==> config.mk <==
export PLATFORM = sky130hd
export DESIGN_NAME = lane_reconf_seq
export DESIGN_NICKNAME = d
export VERILOG_FILES = /design/src/rtl/lrs_pkg.sv /design/src/rtl/lrs_wait_timer.sv /design/src/rtl/lrs_mm_master.sv /design/src/rtl/lane_reconf_seq.sv
export SDC_FILE = /design/constraint.sdc
export NUM_CORES = 1
export LEC_CHECK = 0
export ABC_AREA = 1
export BUFFER_PORTS_ARGS = -buffer_cell sky130_fd_sc_hd__buf_2
export CAP_MARGIN = 20
export CORE_MARGIN = 4
export CORE_UTILIZATION = 45
export CTS_CLUSTER_SIZE = 40
export DETAILED_ROUTE_END_ITERATION = 12
export PLACE_DENSITY = 0.77
export SETUP_SLACK_MARGIN = 0.15
export SLEW_MARGIN = 10
export SYNTH_ARGS = -nofsm -noshare
export SYNTH_HDL_FRONTEND = slang
export SYNTH_SLANG_ARGS = --single-unit
==> constraint.sdc <==
create_clock -name clk -period 3.1 [get_ports clk]
set_input_delay 0.31 -clock clk [delete_from_list [all_inputs] [get_ports clk]]
set_output_delay 0.31 -clock clk [all_outputs]
set_load 0.1 [all_outputs]
==> src/rtl/lrs_pkg.sv <==
package lrs_pkg;

    localparam int ADDR_W = 20;
    localparam int DATA_W = 32;

    localparam logic [ADDR_W-1:0] GRP_WORD0 = 20'h00820;
    localparam logic [ADDR_W-1:0] GRP_WORD1 = 20'h00824;
    localparam logic [ADDR_W-1:0] GRP_WORD2 = 20'h00828;

    typedef enum logic [3:0] {
        S_IDLE,
        S_RST_ACK,
        S_DIS,
        S_EN,
        S_GO,
        S_GW0,
        S_GW1,
        S_GW2,
        S_POLL,
        S_RDY,
        S_ERR
    } seq_state_e;

    typedef struct packed {
        logic [4:0] grp_cnt;
        logic [4:0] lanes_per_grp;
        logic [3:0] rate_code;
        logic [1:0] fec_sel;
    } lane_cfg_t;

    typedef struct packed {
        logic              write;
        logic [ADDR_W-1:0] addr;
        logic [DATA_W-1:0] data;
    } bus_cmd_t;

    function automatic logic [DATA_W-1:0] pack_group_word(input lane_cfg_t c);
        return {{(DATA_W-14){1'b0}}, c.grp_cnt, c.lanes_per_grp, c.rate_code};
    endfunction

endpackage

==> src/rtl/lrs_wait_timer.sv <==
module lrs_wait_timer #(
    parameter int TW = 16
) (
    input  logic          clk,
    input  logic          rst,
    input  logic          run,
    input  logic [TW-1:0] limit,
    output logic          expire
);
    logic [TW-1:0] cnt;

    always_ff @(posedge clk) begin
        if (rst || !run) begin
            cnt <= '0;
        end else if (cnt != {TW{1'b1}}) begin
            cnt <= cnt + 1'b1;
        end
    end

    assign expire = run && (({1'b0, cnt} + (TW+1)'(1)) >= {1'b0, limit});

endmodule

==> src/rtl/lrs_mm_master.sv <==
module lrs_mm_master
    import lrs_pkg::*;
(
    input  logic              clk,
    input  logic              rst,
    input  logic              cmd_go,
    input  bus_cmd_t          cmd_in,
    output logic              idle,
    output logic              cmd_done,
    output logic [DATA_W-1:0] rd_data,
    output logic              m_valid,
    output logic              m_write,
    output logic [ADDR_W-1:0] m_addr,
    output logic [DATA_W-1:0] m_wdata,
    input  logic              m_ready,
    input  logic              m_rvalid,
    input  logic [DATA_W-1:0] m_rdata
);
    typedef enum logic [1:0] {M_IDLE, M_REQ, M_RESP} mst_state_e;

    mst_state_e mst;
    bus_cmd_t   cmd_q;

    always_ff @(posedge clk) begin
        if (rst) begin
            mst   <= M_IDLE;
            cmd_q <= '0;
        end else begin
            unique case (mst)
                M_IDLE: if (cmd_go) begin
                    cmd_q <= cmd_in;
                    mst   <= M_REQ;
                end
                M_REQ: if (m_ready) mst <= cmd_q.write ? M_IDLE : M_RESP;
                M_RESP: if (m_rvalid) mst <= M_IDLE;
                default: mst <= M_IDLE;
            endcase
        end
    end

    assign idle     = (mst == M_IDLE);
    assign m_valid  = (mst == M_REQ);
    assign m_write  = cmd_q.write;
    assign m_addr   = cmd_q.addr;
    assign m_wdata  = cmd_q.data;
    assign cmd_done = ((mst == M_REQ) && m_ready && cmd_q.write) ||
                      ((mst == M_RESP) && m_rvalid);
    assign rd_data  = m_rdata;

    // request fields held until accepted
    assert_hold_request_R10: assert property (@(posedge clk) disable iff (rst)
        (m_valid && !m_ready) |=> (m_valid && $stable(m_addr) && $stable(m_write) && $stable(m_wdata)));

endmodule

==> src/rtl/lane_reconf_seq.sv <==
module lane_reconf_seq
    import lrs_pkg::*;
#(
    parameter int                PW          = 4,
    parameter int                TW          = 16,
    parameter logic [ADDR_W-1:0] CTRL_BASE   = 20'h00100,
    parameter int                DEF_PROFILE = 0,
    parameter int                DEF_GROUPS  = 1,
    parameter int                DEF_LANES   = 1,
    parameter int                DEF_RATE    = 1,
    parameter int                DEF_FEC     = 0
) (
    input  logic              clk,
    input  logic              rst,
    input  logic              start_req,
    input  logic [PW-1:0]     tgt_profile,
    input  logic [4:0]        tgt_groups,
    input  logic [4:0]        tgt_lanes,
    input  logic [3:0]        tgt_rate,
    input  logic [1:0]        tgt_fec,
    input  logic [TW-1:0]     wait_limit,
    output logic              tx_rst,
    output logic              rx_rst,
    input  logic              tx_rst_ack,
    input  logic              rx_rst_ack,
    input  logic              tx_ready,
    input  logic              rx_ready,
    output logic              m_valid,
    output logic              m_write,
    output logic [ADDR_W-1:0] m_addr,
    output logic [DATA_W-1:0] m_wdata,
    input  logic              m_ready,
    input  logic              m_rvalid,
    input  logic [DATA_W-1:0] m_rdata,
    output logic              busy,
    output logic              done,
    output logic              err
);
    localparam logic [ADDR_W-1:0] CTRL_DIS  = CTRL_BASE;
    localparam logic [ADDR_W-1:0] CTRL_EN   = CTRL_BASE + 20'h4;
    localparam logic [ADDR_W-1:0] CTRL_GO   = CTRL_BASE + 20'h8;
    localparam logic [ADDR_W-1:0] CTRL_STAT = CTRL_BASE + 20'hC;
    localparam lane_cfg_t DEF_CFG = '{grp_cnt: 5'(DEF_GROUPS), lanes_per_grp: 5'(DEF_LANES),
                                      rate_code: 4'(DEF_RATE), fec_sel: 2'(DEF_FEC)};

    seq_state_e        st, st_n;
    lane_cfg_t         tgt_q, cur_cfg;
    logic [PW-1:0]     tgt_prof_q, cur_prof;
    logic              issued, done_q;
    bus_cmd_t          cmd;
    logic              cmd_go, cmd_done, mst_idle;
    logic [DATA_W-1:0] rd_data;
    logic              in_bus, step, applied, acks_ok, ready_ok, grp_change;
    logic              tmr_run, tmr_expire, accept;

    assign in_bus     = st inside {S_DIS, S_EN, S_GO, S_GW0, S_GW1, S_GW2, S_POLL};
    assign cmd_go     = in_bus && !issued && mst_idle;
    assign step       = in_bus && issued && cmd_done;
    assign applied    = (st == S_POLL) && step && rd_data[0];
    assign acks_ok    = tx_rst_ack && rx_rst_ack;
    assign ready_ok   = tx_ready && rx_ready;
    assign grp_change = (tgt_q != cur_cfg);
    assign accept     = (st == S_IDLE || st == S_ERR) && start_req;
    assign tmr_run    = ((st == S_RST_ACK) && !acks_ok) ||
                        ((st == S_POLL) && !applied) ||
                        ((st == S_RDY) && !ready_ok);

    always_comb begin
        st_n = st;
        unique case (st)
            S_IDLE, S_ERR: if (start_req) st_n = S_RST_ACK;
            S_RST_ACK: begin
                if (acks_ok)         st_n = S_DIS;
                else if (tmr_expire) st_n = S_ERR;
            end
            S_DIS: if (step) st_n = S_EN;
            S_EN:  if (step) st_n = S_GO;
            S_GO:  if (step) st_n = grp_change ? S_GW0 : S_POLL;
            S_GW0: if (step) st_n = S_GW1;
            S_GW1: if (step) st_n = S_GW2;
            S_GW2: if (step) st_n = S_POLL;
            S_POLL: begin
                if (applied)         st_n = S_RDY;
                else if (tmr_expire) st_n = S_ERR;
            end
            S_RDY: begin
                if (ready_ok)        st_n = S_IDLE;
                else if (tmr_expire) st_n = S_ERR;
            end
            default: st_n = S_IDLE;
        endcase
    end

    always_comb begin
        cmd = '{write: 1'b1, addr: CTRL_DIS, data: '0};
        unique case (st)
            S_DIS: cmd.data = DATA_W'(cur_prof);
            S_EN: begin
                cmd.addr = CTRL_EN;
                cmd.data = DATA_W'(tgt_prof_q);
            end
            S_GO: begin
                cmd.addr = CTRL_GO;
                cmd.data = DATA_W'(1);
            end
            S_GW0: begin
                cmd.addr = GRP_WORD0;
                cmd.data = pack_group_word(tgt_q);
            end
            S_GW1: begin
                cmd.addr = GRP_WORD1;
                cmd.data = DATA_W'(tgt_q.fec_sel);
            end
            S_GW2: begin
                cmd.addr = GRP_WORD2;
                cmd.data = DATA_W'(tgt_q.rate_code);
            end
            S_POLL: begin
                cmd.write = 1'b0;
                cmd.addr  = CTRL_STAT;
            end
            default: ;
        endcase
    end

    always_ff @(posedge clk) begin
        if (rst) begin
            st         <= S_IDLE;
            issued     <= 1'b0;
            done_q     <= 1'b0;
            tgt_q      <= DEF_CFG;
            tgt_prof_q <= PW'(DEF_PROFILE);
            cur_cfg    <= DEF_CFG;
            cur_prof   <= PW'(DEF_PROFILE);
        end else begin
            st <= st_n;
            if (st_n != st)  issued <= 1'b0;
            else if (cmd_go) issued <= 1'b1;
            else if (step)   issued <= 1'b0;
            if (accept) begin
                done_q     <= 1'b0;
                tgt_prof_q <= tgt_profile;
                tgt_q      <= '{grp_cnt: tgt_groups, lanes_per_grp: tgt_lanes,
                                rate_code: tgt_rate, fec_sel: tgt_fec};
            end
            if (st == S_RDY && ready_ok) begin
                done_q   <= 1'b1;
                cur_cfg  <= tgt_q;
                cur_prof <= tgt_prof_q;
            end
        end
    end

    assign tx_rst = st inside {S_RST_ACK, S_DIS, S_EN, S_GO, S_GW0, S_GW1, S_GW2, S_POLL, S_ERR};
    assign rx_rst = tx_rst;
    assign busy   = !(st inside {S_IDLE, S_ERR});
    assign err    = (st == S_ERR);
    assign done   = done_q;

    lrs_wait_timer #(.TW(TW)) u_timer (
        .clk    (clk),
        .rst    (rst),
        .run    (tmr_run),
        .limit  (wait_limit),
        .expire (tmr_expire)
    );

    lrs_mm_master u_master (
        .clk      (clk),
        .rst      (rst),
        .cmd_go   (cmd_go),
        .cmd_in   (cmd),
        .idle     (mst_idle),
        .cmd_done (cmd_done),
        .rd_data  (rd_data),
        .m_valid  (m_valid),
        .m_write  (m_write),
        .m_addr   (m_addr),
        .m_wdata  (m_wdata),
        .m_ready  (m_ready),
        .m_rvalid (m_rvalid),
        .m_rdata  (m_rdata)
    );

    assert_start_resets_R1: assert property (@(posedge clk) disable iff (rst)
        $rose(busy) |-> (tx_rst && rx_rst && !done && !err));

    assert_poll_under_reset_R6: assert property (@(posedge clk) disable iff (rst)
        (m_valid && !m_write) |-> (tx_rst && rx_rst));

    assert_done_after_ready_R7: assert property (@(posedge clk) disable iff (rst)
        $rose(done) |-> ($past(tx_ready && rx_ready) && !tx_rst && !rx_rst && !busy));

    assert_err_holds_reset_R8: assert property (@(posedge clk) disable iff (rst)
        err |-> (tx_rst && rx_rst && !busy));

    assert_busy_exclusive_R9: assert property (@(posedge clk) disable iff (rst)
        busy |-> (!done && !err));

endmodule

Yosys cells after proc, flatten, opt, wreduce, memory -nomap -nowiden
Index checks and enable logic that the tools add are counted.
{ "totals": {"regBits": 117, "in_bits": 77, "out_inout_bits": 59, "wordCells": 103} }
{ "classes": {"n_addsub": 2, "n_lt_le_gt_ge": 1, "n_eq_ne": 18, "n_mux": 25, "n_reduce_logical": 39} }
{ "ops": {"columns": ["cell", "count"], "rows": [
  ["case mux 14 bit (6 select lines)", 1],
  ["case mux 12 bit (6 select lines)", 1],
  ["2-to-1 mux 4 bit", 12],
  ["case mux 4 bit (10 select lines)", 1],
  ["adder 16 x 1 -> 17 bit, second input constant", 1],
  [">= comparator 17 x 16 -> 1 bit", 1],
  ["logical AND 1 bit", 17],
  ["adder 16 x 1 -> 16 bit, second input constant", 1],
  ["equality test 4 x 3 -> 1 bit, second input constant", 4],
  ["inequality test 16 bit", 1],
  ["inequality test 16 bit, second input constant", 1],
  ["equality test 4 bit, second input constant", 3],
  ["nonzero test 9 bit", 1],
  ["equality test 4 x 2 -> 1 bit, second input constant", 2],
  ["2-to-1 mux 2 bit", 4],
  ["nonzero test 7 bit", 1],
  ["zero test 1 bit", 6],
  ["case mux 2 bit (3 select lines)", 1],
  ["nonzero test 2 bit", 3],
  ["logical OR 1 bit", 5],
  ["2-to-1 mux 1 bit", 5],
  ["equality test 4 x 1 -> 1 bit, second input constant", 1],
  ["zero test 4 bit", 1],
  ["inequality test 2 bit, second input constant", 2],
  ["other kinds (8)", 9]
]} }

Logic depth before layout (Yosys ltp)
{ "depth": {"word_depth": 17, "mapped_depth": 28, "depth_no_buf": 28} }

Hierarchy
Synthesis repeated with hierarchy kept, for this count alone.
{ "hier_totals": {"hier_cells": 909, "hier_area_um2": 6426.2} }
{ "modules_own_cells": {"columns": ["mod", "instances", "cells_per_inst", "area_each_um2"], "rows": [
  ["lrs_mm_master", 1, 348, 2651.3],
  ["lane_reconf_seq", 1, 352, 2371.0],
  ["lrs_wait_timer", 1, 209, 1403.8]
]} }

Worst setup path before layout
OpenSTA, ideal clock, no wires.
{ "synth_timing": {"path_type": "flip-flop to output port", "from": "reg st[0]", "to": "out tx_rst", "arrival_time_ns": 2.631, "setup_slack_ns": 0.159, "stages_incl_launch_ff": 5, "path_buffers": 1, "cell_sequence": "dfxtp_1 > inv_2 > nand2_1 > o2111ai_1 > buf_4"} }
{ "synth_via": {"elab_chain_len": 2, "word_cells_on_any_way": 10} }
{ "synth_rtl": {"columns": ["element", "line_no", "source"], "rows": [
  ["start, declared", "lane_reconf_seq.sv:46", "seq_state_e st, st_n;"],
  ["start signal, assigned", "lane_reconf_seq.sv:136", "st <= st_n;"],
  ["equality test 4 x 1 -> 1 bit, or another cell as far along", "lane_reconf_seq.sv:154", "assign tx_rst = st inside {S_RST_ACK, S_DIS, S_EN, S_GO, S_GW0, S_GW1, S_GW2, S_POLL, S_ERR};"],
  ["nonzero test 9 bit (*)", "lane_reconf_seq.sv:154", null],
  ["end, declared", "lane_reconf_seq.sv:22", "output logic tx_rst,"]
]} }
Every way passes the cells marked *; elsewhere a longest branch is shown, timed or not.

Worst setup path after layout
{ "layout_timing": {"from": "reg u_timer.cnt[1]", "to": "reg issued"} }
{ "layout_via": {"elab_chain_len": 8, "word_cells_on_any_way": 10} }
{ "layout_rtl": {"columns": ["element", "line_no", "source"], "rows": [
  ["start, declared", "lrs_wait_timer.sv:10", "logic [TW-1:0] cnt;"],
  ["start signal, assigned", "lrs_wait_timer.sv:16", "cnt <= cnt + 1'b1;"],
  ["adder 16 x 1 -> 17 bit (*)", "lrs_wait_timer.sv:20", "assign expire = run && (({1'b0, cnt} + (TW+1)'(1)) >= {1'b0, limit});"],
  [">= comparator 17 x 16 -> 1 bit (*)", "lrs_wait_timer.sv:20", null],
  ["logical AND 1 bit (*)", "lrs_wait_timer.sv:20", null],
  ["2-to-1 mux 4 bit (*)", "lane_reconf_seq.sv:74, lane_reconf_seq.sv:84, lane_reconf_seq.sv:88", null],
  ["2-to-1 mux 4 bit, on equally long branches", "lane_reconf_seq.sv:87, lane_reconf_seq.sv:73, lane_reconf_seq.sv:83", null],
  ["case mux 4 bit (10 select lines) (*)", "lane_reconf_seq.sv:70", "unique case (st)"],
  ["inequality test 4 bit (*)", "lane_reconf_seq.sv:137", "if (st_n != st) issued <= 1'b0;"],
  ["OR reduction 2 bit (no line) (*)", null, null],
  ["end signal, assigned", "lane_reconf_seq.sv:137", null],
  ["end signal, assigned", "lane_reconf_seq.sv:138", "else if (cmd_go) issued <= 1'b1;"],
  ["end signal, assigned", "lane_reconf_seq.sv:139", "else if (step) issued <= 1'b0;"],
  ["end, declared", "lane_reconf_seq.sv:49", "logic issued, done_q;"]
]} }
Marked as above.
A chain may end at the register's enable or synchronous reset.

==> metrics.cfg <==
[status]
status = complete, no violations

[yosys]
synth_top_cells_by_area = dfxtp_1 (37%), nand2_1 (8.6%), nor2_1 (8.4%)
netlist_instances = 626
synth-xor-area-share = 0.0546
synth-compound-area-share = 0.131
synth.distinct_cells = 37
synth-seq-cells = 83
avgSynthCellArea_um2 = 7.18
synth_simple_gate_area_share = 0.263
synth_top_family_by_area = simple AND/OR/NAND/NOR gates
synth_adder_area_share = 0.0474
ys_seq_area_frac = 0.370
synth_top_area_share = 0.370
dominantRegCellSynth = dfxtp_1
synth_enable_flop_cells = 0
yosysWarnings = 0
syn-cell-area_mm2 = 0.00449
async_flop_share = 0
muxShareOfSynthArea = 0
synth_area_leader_cell = dfxtp_1

[global_route]
grt_usage = 0.193
grt_pass1_wl_mm = 18.2
grt_max_degree = 43
grt_remaining_overflow = 0
grt_pass1_vias = 4076
antenna_found_initial = 0

[sta]
whs_ns = 0.160
fin_crit_sh = 0.975
maxSlewViolCount = 0
setup_ws_ns = 0.0777
clock.fmax_mhz = 331
min_period_ns = 3.02
clock_skew_ns = 0.0116
rsz0062_at_grt = yes
tns_ns = 0
finalHoldViolCount = 0
max_slew_margin = 0.424
setup_viol = 0
tightest_slew_ns = 0.859

[setup_path]
startpoint_type = flop
cp_max_fo = 4
crit_required_ns = 3.40
startpoint = u_timer.cnt[1]
worstReg2RegStart = u_timer.cnt[1]
rr_worst_depth = 23
end_kind = flop
critPathKind = flop to flop
arrival_ns = 3.33

[clocking]
clk_latency_ns = 0.36
cts_buffers = 9
root_buffer = clkbuf_8
h-tree-depth = 3
cts_tree = yes
clk_pin_slew_worst_paths_ns = 0.09
clk_path_buf_depth = 2
clock_sinks = 83

[floorplan]
row_count = 36
die_h_um = 108
start_util = 0.462
die_x_um = 108
ioPinCount = 136
core_mm2 = 0.00973
die-area_mm2 = 0.0116

[routing]
top_layer = met4
dr_total_vias = 4279
wl_met2_mm = 5.67
post_drt_wl_per_cell_um = 13.1
wirelength_mm = 11.2
route.detailed.drc = 0
first_pass_iters = 5
met3_length_um = 645
wirelength_met1_mm = 4.66
ant_nets = 0
drtIter0Drc = 216
viasPerCell = 5.00

[pwr]
power_frac_clock = 0.337
seq_power_share = 0.471
powerDensity_mw_per_mm2 = 442
irDropWorstVdd_uv = 308
comb_power_share = 0.192
netSwitchingPower_mw = 0.817
p_leak_nw = 2.66
total_power_mw = 2.41
intPower_mw = 1.59
p_sw_frac = 0.339

[cells_and_area]
antenna_cells = 0
final_util = 0.561
area.sequential_mm2 = 0.00167
multiInputGateArea_mm2 = 0.00257
n_fill_cell = 900
syn2layout_area_growth_pct = 21.4
drive_above_1_share = 0.260
layout.nets = 811

[hold_path]
holdPathStages = 3
hold_path.class = input pin to flop
hold_start = tgt_groups[0]

[placement]
dp_hpwl_mm = 7.95
gp_congestion = 0.909
place_ws_ns = -0.0686
portBuffers = 71

[flow_run]
drv_cap = 0

flip-flops by register name, summed over array words and instances (netlist names):
| register | count |
|---|---|
| cur_cfg | 16 |
| u_timer.cnt | 16 |
| u_master.m_addr | 4 |
| cur_prof | 4 |
| u_master.mst | 2 |
| st | 4 |
| issued | 1 |
| done | 1 |
| tgt_prof_q | 4 |
| u_master.m_wdata | 14 |
| u_master.m_write | 1 |
| tgt_q | 16 |
final timing paths:
path | to | slack [ns]
hold / removal | tgt_q[11] | 0.16
setup reg to reg | issued | 0.08
setup / recovery | issued | 0.08
hold reg to reg | u_master.m_wdata[5] | 0.46
cell usage in the layout (no fill, tap or decap), drive strengths merged, types with 2 or more instances in the layout:
cell     count
nand2      111
nor2       109
buf        101
dfxtp       83
inv         70
a21oi       49
o21ai       45
nand3       34
conb        33
xnor2       18
ha          17
clkbuf      10
xor2        10
nand4        9
o2111ai      4
clkinv       4
nor3         3
a21o         2
a31oi        2
o211ai       2
cells by family after synthesis:
group | count (synthesis)
and+or+nand+nor | 267
buffers and inverters | 122
AOI/OAI and AO/OA | 108
DFF | 83
xor gates and xnor gates | 28
adders and majority gates | 17
other | 1
through the flow:
stage          instance area [µm²]  std cells
2_1_floorplan                 4610        658
3_3_place_gp                  4860        818
3_5_place_dp                  4860        818
4_1_cts                       5350        854
5_1_grt                       5460        855
6_report                      5460        855
synthesized netlist by cell type (3+ instances only):
| master | n |
|---|---|
| nand3_1 | 30 |
| o21ai_0 | 42 |
| inv_1 | 58 |
| nand2_1 | 103 |
| ha_1 | 17 |
| inv_2 | 9 |
| o2111ai_1 | 4 |
| nor2_1 | 101 |
| nand2_2 | 8 |
| nor2_2 | 4 |
| a21oi_1 | 47 |
| buf_4 | 35 |
| nor2_4 | 3 |
| o21ai_1 | 3 |
| clkbuf_1 | 15 |
| nand4_1 | 9 |
| dfxtp_1 | 83 |
| xnor2_1 | 18 |
| xor2_1 | 10 |
power by group through the flow:
stage / clock [mW] / sequential, mW / combinational [mW]
final: 0.812 / 1.13 / 0.463
after global placement: 0 / 1.16 / 0.442
after detailed placement: 0 / 1.16 / 0.447
after global routing: 0.868 / 1.14 / 0.495
after floorplan: 0 / 1.17 / 0.392
after CTS: 0.830 / 1.13 / 0.454
per-layer routing:
metal | GRT usage | vias to the layer above
met1 | 0.228 | 1991
met5 | 0 | -
li1 | - | 2120
met3 | 0.0384 | 21
met4 | 0.0784 | 0
met2 | 0.341 | 147
what timing repair did:
| action | CTS | global route |
|---|---|---|
| setup endpoints to repair | 3 | 4 |
| pin swaps | 24 | 16 |
| gates resized for setup | 32 | 23 |
| hold endpoints to repair | 0 | 0 |
| hold buffers | 0 | 0 |
| buffers inserted | 20 | 1 |
area by class of cell:
type,instances,share of cell area
multi-input combinational,453,0.470
inverter,69,0.0475
timing repair buffer,101,0.107
clock buffer,10,0.0252
tap,133,0.0305
sequential,83,0.306
clock inverter,6,0.0128
critical path, cell delays in order (launching register included):
cell,delay [ns]
dfxtp_4,0.39
nand3_4,0.10
nor2_4,0.10
nand4_1,0.13
nor2_2,0.13
nand4_1,0.16
nor2_2,0.21
buf_4,0.16
nand2_1,0.09
xor2_2,0.19
inv_1,0.07
ha_1,0.30
nand4_1,0.09
o21bai_1,0.17
nor2_2,0.05
nand2_2,0.08
nand2_4,0.06
nand2_2,0.07
nand2_2,0.06
nand2_4,0.07
nand2_2,0.05
nand2_2,0.06
nand3_2,0.06
nor2_1,0.09
No activity file was read; power rests on OpenSTA's default activity.
